<file path="config.mk">
export PLATFORM = sky130hd
export DESIGN_NAME = omega_fabric
export DESIGN_NICKNAME = d
export VERILOG_FILES = /design/src/rtl/omega_pkg.sv /design/src/rtl/omega_switch.sv /design/src/rtl/omega_stage.sv /design/src/rtl/omega_fabric.sv
export SDC_FILE = /design/constraint.sdc
export NUM_CORES = 1
export LEC_CHECK = 0
export ABC_AREA = 1
export BUFFER_PORTS_ARGS = -buffer_cell sky130_fd_sc_hd__buf_2
export CAP_MARGIN = 20
export CORE_ASPECT_RATIO = 0.75
export CORE_MARGIN = 10
export CORE_UTILIZATION = 50
export CTS_BUF_LIST = sky130_fd_sc_hd__clkbuf_8
export DETAILED_ROUTE_END_ITERATION = 7
export PLACE_DENSITY = 0.73
export SYNTH_ARGS = -nofsm -noshare
export SYNTH_HDL_FRONTEND = slang
export SYNTH_HIERARCHICAL = 1
export SYNTH_SLANG_ARGS = --single-unit
</file>
<file path="constraint.sdc">
create_clock -name clk -period 0.8 [get_ports clk]
set_input_delay 0.08 -clock clk [delete_from_list [all_inputs] [get_ports clk]]
set_output_delay 0.08 -clock clk [all_outputs]
set_load 0.1 [all_outputs]
</file>
<file path="src/rtl/omega_pkg.sv">
package omega_pkg;
  // perfect shuffle: rotate the line number left by one within s bits
  function automatic int unsigned shuffle_pos(int unsigned line, int unsigned s);
    return ((line << 1) | (line >> (s - 1))) & ((1 << s) - 1);
  endfunction
endpackage

</file>
<file path="src/rtl/omega_switch.sv">
module omega_switch #(
  parameter int unsigned TAG_W  = 3,
  parameter int unsigned DATA_W = 8,
  parameter int unsigned SEL    = 2
) (
  input  logic              a_vld,
  input  logic [TAG_W-1:0]  a_dst,
  input  logic [TAG_W-1:0]  a_src,
  input  logic [DATA_W-1:0] a_dat,
  input  logic              b_vld,
  input  logic [TAG_W-1:0]  b_dst,
  input  logic [TAG_W-1:0]  b_src,
  input  logic [DATA_W-1:0] b_dat,
  output logic              u_vld,
  output logic [TAG_W-1:0]  u_dst,
  output logic [TAG_W-1:0]  u_src,
  output logic [DATA_W-1:0] u_dat,
  output logic              l_vld,
  output logic [TAG_W-1:0]  l_dst,
  output logic [TAG_W-1:0]  l_src,
  output logic [DATA_W-1:0] l_dat
);
  logic a_bit, b_bit, b_ok;

  assign a_bit = a_dst[SEL];
  assign b_bit = b_dst[SEL];
  // B survives unless a live A claims the same output
  assign b_ok  = b_vld && !(a_vld && (a_bit == b_bit));

  always_comb begin
    u_vld = 1'b0; u_dst = '0; u_src = '0; u_dat = '0;
    l_vld = 1'b0; l_dst = '0; l_src = '0; l_dat = '0;
    if (a_vld && !a_bit) begin
      u_vld = 1'b1; u_dst = a_dst; u_src = a_src; u_dat = a_dat;
    end else if (b_ok && !b_bit) begin
      u_vld = 1'b1; u_dst = b_dst; u_src = b_src; u_dat = b_dat;
    end
    if (a_vld && a_bit) begin
      l_vld = 1'b1; l_dst = a_dst; l_src = a_src; l_dat = a_dat;
    end else if (b_ok && b_bit) begin
      l_vld = 1'b1; l_dst = b_dst; l_src = b_src; l_dat = b_dat;
    end
  end
endmodule

</file>
<file path="src/rtl/omega_stage.sv">
module omega_stage #(
  parameter int unsigned STAGES = 3,
  parameter int unsigned DATA_W = 8,
  parameter int unsigned COL    = 0,
  localparam int unsigned N     = 1 << STAGES
) (
  input  logic [N-1:0]             i_vld,
  input  logic [N-1:0][STAGES-1:0] i_dst,
  input  logic [N-1:0][STAGES-1:0] i_src,
  input  logic [N-1:0][DATA_W-1:0] i_dat,
  output logic [N-1:0]             o_vld,
  output logic [N-1:0][STAGES-1:0] o_dst,
  output logic [N-1:0][STAGES-1:0] o_src,
  output logic [N-1:0][DATA_W-1:0] o_dat
);
  import omega_pkg::*;

  logic [N-1:0]             s_vld;
  logic [N-1:0][STAGES-1:0] s_dst;
  logic [N-1:0][STAGES-1:0] s_src;
  logic [N-1:0][DATA_W-1:0] s_dat;

  for (genvar i = 0; i < N; i++) begin : g_shuf
    localparam int unsigned P = shuffle_pos(i, STAGES);
    assign s_vld[P] = i_vld[i];
    assign s_dst[P] = i_dst[i];
    assign s_src[P] = i_src[i];
    assign s_dat[P] = i_dat[i];
  end

  for (genvar j = 0; j < N/2; j++) begin : g_sw
    omega_switch #(
      .TAG_W(STAGES), .DATA_W(DATA_W), .SEL(STAGES-1-COL)
    ) i_sw (
      .a_vld(s_vld[2*j]),   .a_dst(s_dst[2*j]),   .a_src(s_src[2*j]),   .a_dat(s_dat[2*j]),
      .b_vld(s_vld[2*j+1]), .b_dst(s_dst[2*j+1]), .b_src(s_src[2*j+1]), .b_dat(s_dat[2*j+1]),
      .u_vld(o_vld[2*j]),   .u_dst(o_dst[2*j]),   .u_src(o_src[2*j]),   .u_dat(o_dat[2*j]),
      .l_vld(o_vld[2*j+1]), .l_dst(o_dst[2*j+1]), .l_src(o_src[2*j+1]), .l_dat(o_dat[2*j+1])
    );
  end
endmodule

</file>
<file path="src/rtl/omega_fabric.sv">
module omega_fabric #(
  parameter int unsigned STAGES = 3,
  parameter int unsigned DATA_W = 8,
  localparam int unsigned N     = 1 << STAGES
) (
  input  logic                     clk,
  input  logic                     rst_n,
  input  logic [N-1:0]             in_valid,
  input  logic [N-1:0][STAGES-1:0] in_dest,
  input  logic [N-1:0][DATA_W-1:0] in_data,
  output logic [N-1:0]             out_valid,
  output logic [N-1:0][STAGES-1:0] out_src,
  output logic [N-1:0][DATA_W-1:0] out_data,
  output logic [N-1:0]             grant,
  output logic [N-1:0]             blocked
);
  logic [STAGES:0][N-1:0]             l_vld;
  logic [STAGES:0][N-1:0][STAGES-1:0] l_dst;
  logic [STAGES:0][N-1:0][STAGES-1:0] l_src;
  logic [STAGES:0][N-1:0][DATA_W-1:0] l_dat;
  logic [N-1:0] gnt_d;

  assign l_vld[0] = in_valid;
  assign l_dst[0] = in_dest;
  assign l_dat[0] = in_data;
  for (genvar i = 0; i < N; i++) begin : g_tag
    assign l_src[0][i] = STAGES'(i);
  end

  for (genvar k = 0; k < STAGES; k++) begin : g_col
    omega_stage #(.STAGES(STAGES), .DATA_W(DATA_W), .COL(k)) i_stage (
      .i_vld(l_vld[k]),   .i_dst(l_dst[k]),   .i_src(l_src[k]),   .i_dat(l_dat[k]),
      .o_vld(l_vld[k+1]), .o_dst(l_dst[k+1]), .o_src(l_src[k+1]), .o_dat(l_dat[k+1])
    );
  end

  always_comb begin
    gnt_d = '0;
    for (int o = 0; o < N; o++)
      if (l_vld[STAGES][o]) gnt_d[l_src[STAGES][o]] = 1'b1;
  end

  always_ff @(posedge clk or negedge rst_n) begin
    if (!rst_n) begin
      out_valid <= '0;
      out_src   <= '0;
      out_data  <= '0;
      grant     <= '0;
      blocked   <= '0;
    end else begin
      out_valid <= l_vld[STAGES];
      out_src   <= l_src[STAGES];
      out_data  <= l_dat[STAGES];
      grant     <= gnt_d;
      blocked   <= in_valid & ~gnt_d;
    end
  end

  // checking state: a copy of last cycle's inputs
  logic                     armed;
  logic [N-1:0]             q_vld;
  logic [N-1:0][STAGES-1:0] q_dst;
  logic [N-1:0][DATA_W-1:0] q_dat;
  always_ff @(posedge clk or negedge rst_n) begin
    if (!rst_n) begin
      armed <= 1'b0; q_vld <= '0; q_dst <= '0; q_dat <= '0;
    end else begin
      armed <= 1'b1; q_vld <= in_valid; q_dst <= in_dest; q_dat <= in_data;
    end
  end

  for (genvar o = 0; o < N; o++) begin : g_chk
    a_r2_lands_on_tag: assert property (@(posedge clk) disable iff (!rst_n)
      (armed && out_valid[o]) |-> (q_vld[out_src[o]] && q_dst[out_src[o]] == STAGES'(o)));
    a_r3_data_intact: assert property (@(posedge clk) disable iff (!rst_n)
      (armed && out_valid[o]) |-> (out_data[o] == q_dat[out_src[o]]));
  end

  a_r8_lone_never_blocked: assert property (@(posedge clk) disable iff (!rst_n)
    (armed && $countones(q_vld) == 1) |-> ($countones(out_valid) == 1 && blocked == '0));
  a_r6_status_partition: assert property (@(posedge clk) disable iff (!rst_n)
    armed |-> ((grant | blocked) == q_vld && $countones(grant) == $countones(out_valid)));
  a_r1_quiet_after_reset: assert property (@(posedge clk) disable iff (!rst_n)
    !armed |-> (out_valid == '0 && grant == '0 && blocked == '0));
endmodule

</file>
==> results_dict.tcl, run 1 <==
set metrics [dict create \
    status "aborted with a tool error" \
    yosysWarnings 6 \
    error "[ERROR GRT-0232] Routing congestion too high. Check the congestion heatmap in the GUI." \
    grt_usage_pct 68.6 \
    root_buffer "clkbuf_8" \
    grt_max_degree 35 \
    antenna_found_initial 13 \
    overflow 9 \
    h-tree-depth 3 \
    globalplace.congestion 1.05 \
    initial_utilization_pct 50.5 \
    crit_endpoint "blocked[4]$_DFF_PN0_/D" \
    io_pins 210 \
    placed_area_um2 13600 \
    rows 42 \
    hpwl_mm 31.3 \
    port_buffers 209 \
    cts_inserted_buffers 9 \
    postSynthCellCount 1371 \
    dieWidth_um 174 \
    endpoint_type "sequential cell input" \
    lastStage "5_1_grt" \
    avgSynthCellArea_um2 6.45 \
    netlist_area_um2 8840 \
    dieHeight_um 135 \
    cts_buffer_depth 2 \
]
==> routing by layer <==
metal / GRT usage, % / overflow
met3: 64.1 / 1
met1: 64.7 / 0
met5: 32.0 / 0
met2: 81.9 / 3
met4: 65.7 / 5
==> stage by stage <==
| step | setup TNS [ps] | instances | hold WS, ps | setup slack (ps) | utilization [%] |
|---|---|---|---|---|---|
| after floorplan | -70530 | 1417 | -216 | -1150 | - |
| after global placement | -89480 | 1978 | -45.4 | -1220 | 77.9 |
| after detailed placement | -95490 | 1978 | -41.5 | -1370 | 77.9 |
| after CTS | -67330 | 2061 | 35.8 | -680 | 88.7 |
==> timing repair <==
| action | CTS |
|---|---|
| endpoints found under the hold margin | 115 |
| setup buffers | 75 |
| setup endpoints to repair | 224 |
| pin swaps | 140 |
| hold buffers | 4 |
| resized for setup | 300 |
==> run 2: changes to the inputs <==
--- a/config.mk
+++ b/config.mk
@@ -8,12 +8,10 @@
 export ABC_AREA = 1
 export BUFFER_PORTS_ARGS = -buffer_cell sky130_fd_sc_hd__buf_2
 export CAP_MARGIN = 20
-export CORE_ASPECT_RATIO = 0.75
 export CORE_MARGIN = 10
-export CORE_UTILIZATION = 50
-export CTS_BUF_LIST = sky130_fd_sc_hd__clkbuf_8
+export CORE_UTILIZATION = 35
 export DETAILED_ROUTE_END_ITERATION = 7
-export PLACE_DENSITY = 0.73
+export PLACE_DENSITY_LB_ADDON = 0.15
 export SYNTH_ARGS = -nofsm -noshare
 export SYNTH_HDL_FRONTEND = slang
 export SYNTH_HIERARCHICAL = 1
==> results_dict.tcl, run 2 <==
set metrics [dict create \
    status "complete, but fails checks" \
    violations "negative setup slack" \
    dieHeight_um 179 \
    netlist_area_um2 8840 \
    hpwl_mm 33.9 \
    h-tree-depth 3 \
    slew_viol_final 0 \
    drv_cap 0 \
    setup_viol 224 \
    cts_tree "done" \
    cts_inserted_buffers 9 \
    port_buffers 209 \
    cp-start-kind "input pin" \
    layout-drive-gt1-share_pct 59.1 \
    min_path_type "in2reg" \
    placed_area_um2 13900 \
    fin_crit_ps 1670 \
    top_register "out_data" \
    coreArea_um2 25000 \
    grt_max_degree 40 \
    drt-total-wl_mm 43.9 \
    final_common_cell "nand2_1" \
    rows 58 \
    grt_pass1_wl_mm 61.1 \
    largest_reg_flops 64 \
    dr.pass1.iters 6 \
    drtIter0Drc 1043 \
    hold_ws_ps 82.3 \
    yosysWarnings 6 \
    worst_slack_ps -870 \
    postSynthCellCount 1371 \
    crit_arrival_ps 1960 \
    hold_violations 0 \
    initial_utilization_pct 35.3 \
    drc 0 \
    design_area_um2 17200 \
    fin_tns_setup_ps -72320 \
    path_clk_slew_ps 80 \
    wire_per_inst_um 19.9 \
    drtAntennaViolNets 0 \
    grt_usage_pct 25.3 \
    power.density_nw_per_um2 1170 \
    cts_sinks 112 \
    die-area_um2 32000 \
    final_core_utilization_pct 68.9 \
    antenna_found_initial 7 \
    dieWidth_um 179 \
    rsz0062_at_grt "yes" \
    worstPathMaxFanout 7 \
    root_buffer "clkbuf_16" \
    layout_common_cells "nand2_1 (449), buf_4 (206), nand3_1 (188)" \
    crit_required_ps 1090 \
    routed-via-count 11247 \
    clock.fmax_mhz 599 \
    io_pins 210 \
    leakage_nw 8.55 \
    overflow 0 \
    syn_to_final_growth_pct 95.0 \
    cts_buffer_depth 2 \
    globalplace.congestion 1.01 \
    endpoint_kind "flip-flop" \
    worstSetupPathType "in2reg" \
    top_regs "out_data: 64 flops, out_src: 24 flops" \
    finalNetCount 1961 \
    finalPower_mw 20.2 \
    min_period_over_period_pct 209 \
    grt_pass1_vias 10693 \
    vdd_drop_max_mv 1.34 \
    avgSynthCellArea_um2 6.45 \
    viasPerCell 5.11 \
]
run 2: where the power goes:
part	internal [mW]	switching (mW)	leakage (nW)
Clock	2.19	2.42	0.142
Sequential	5.94	0.231	1.35
Combinational	3.56	5.90	7.06
run 2: area by class of cell:
cell class / instances / area [µm²]
fillers: 2035 / 7790
flip-flops and latches: 112 / 2940
clock inverters: 6 / 62.6
inverters: 100 / 648
clock buffers: 9 / 225
well taps: 330 / 413
repair buffers: 508 / 5660
diodes: 4 / 10.0
multi-input cells: 1132 / 7280
run 2: metal layers:
metal / GRT usage, % / wire [µm]
met1: 30.8 / 17000
met5: 0 / 59
met3: 5.69 / 3760
met4: 10.5 / 1660
met2: 42.3 / 21400
run 2: what timing repair did:
action,4_1_cts,5_1_grt
endpoints found under the setup margin,224,224
cloned,0,1
hold endpoints to repair,116,0
pin swaps,137,120
setup buffers,88,48
hold buffers,5,0
resized for setup,277,306
run 2: worst max-delay path, stage by stage:
cell     delay, ps
buf_12         120
inv_8           50
nand2_8         80
nand3_4        100
nand2_4         80
buf_12         130
o21ai_4        190
inv_2          100
nor2_4         230
nand3_2        130
nand2_4        100
nor2_2          60
nand2_1         60
nand2_1         40
nor2_1          80
nand2_1         70
buf_4          130
nor3_2         110
run 2: path summary, 6_finish.rpt:
check | from | end | slack (ps) | cells after the start
setup / recovery | in_dest[11] | blocked[0] | -870 | 18
hold / removal | in_valid[4] | blocked[4] | 80 | 3
max in group asynchronous | rst_n | out_data[10] | 220 | 3
min in group asynchronous | rst_n | out_src[6] | 110 | 2
run 2: per-stage QoR:
step / worst slack (ps) / instances
after CTS: -777 / 2175
after detailed placement: -1360 / 2079
after floorplan: -1150 / 1417
after global placement: -1340 / 2079
after global routing: -969 / 2199
final: -870 / 2201
Note: power is estimated with default switching activity, not from simulation.
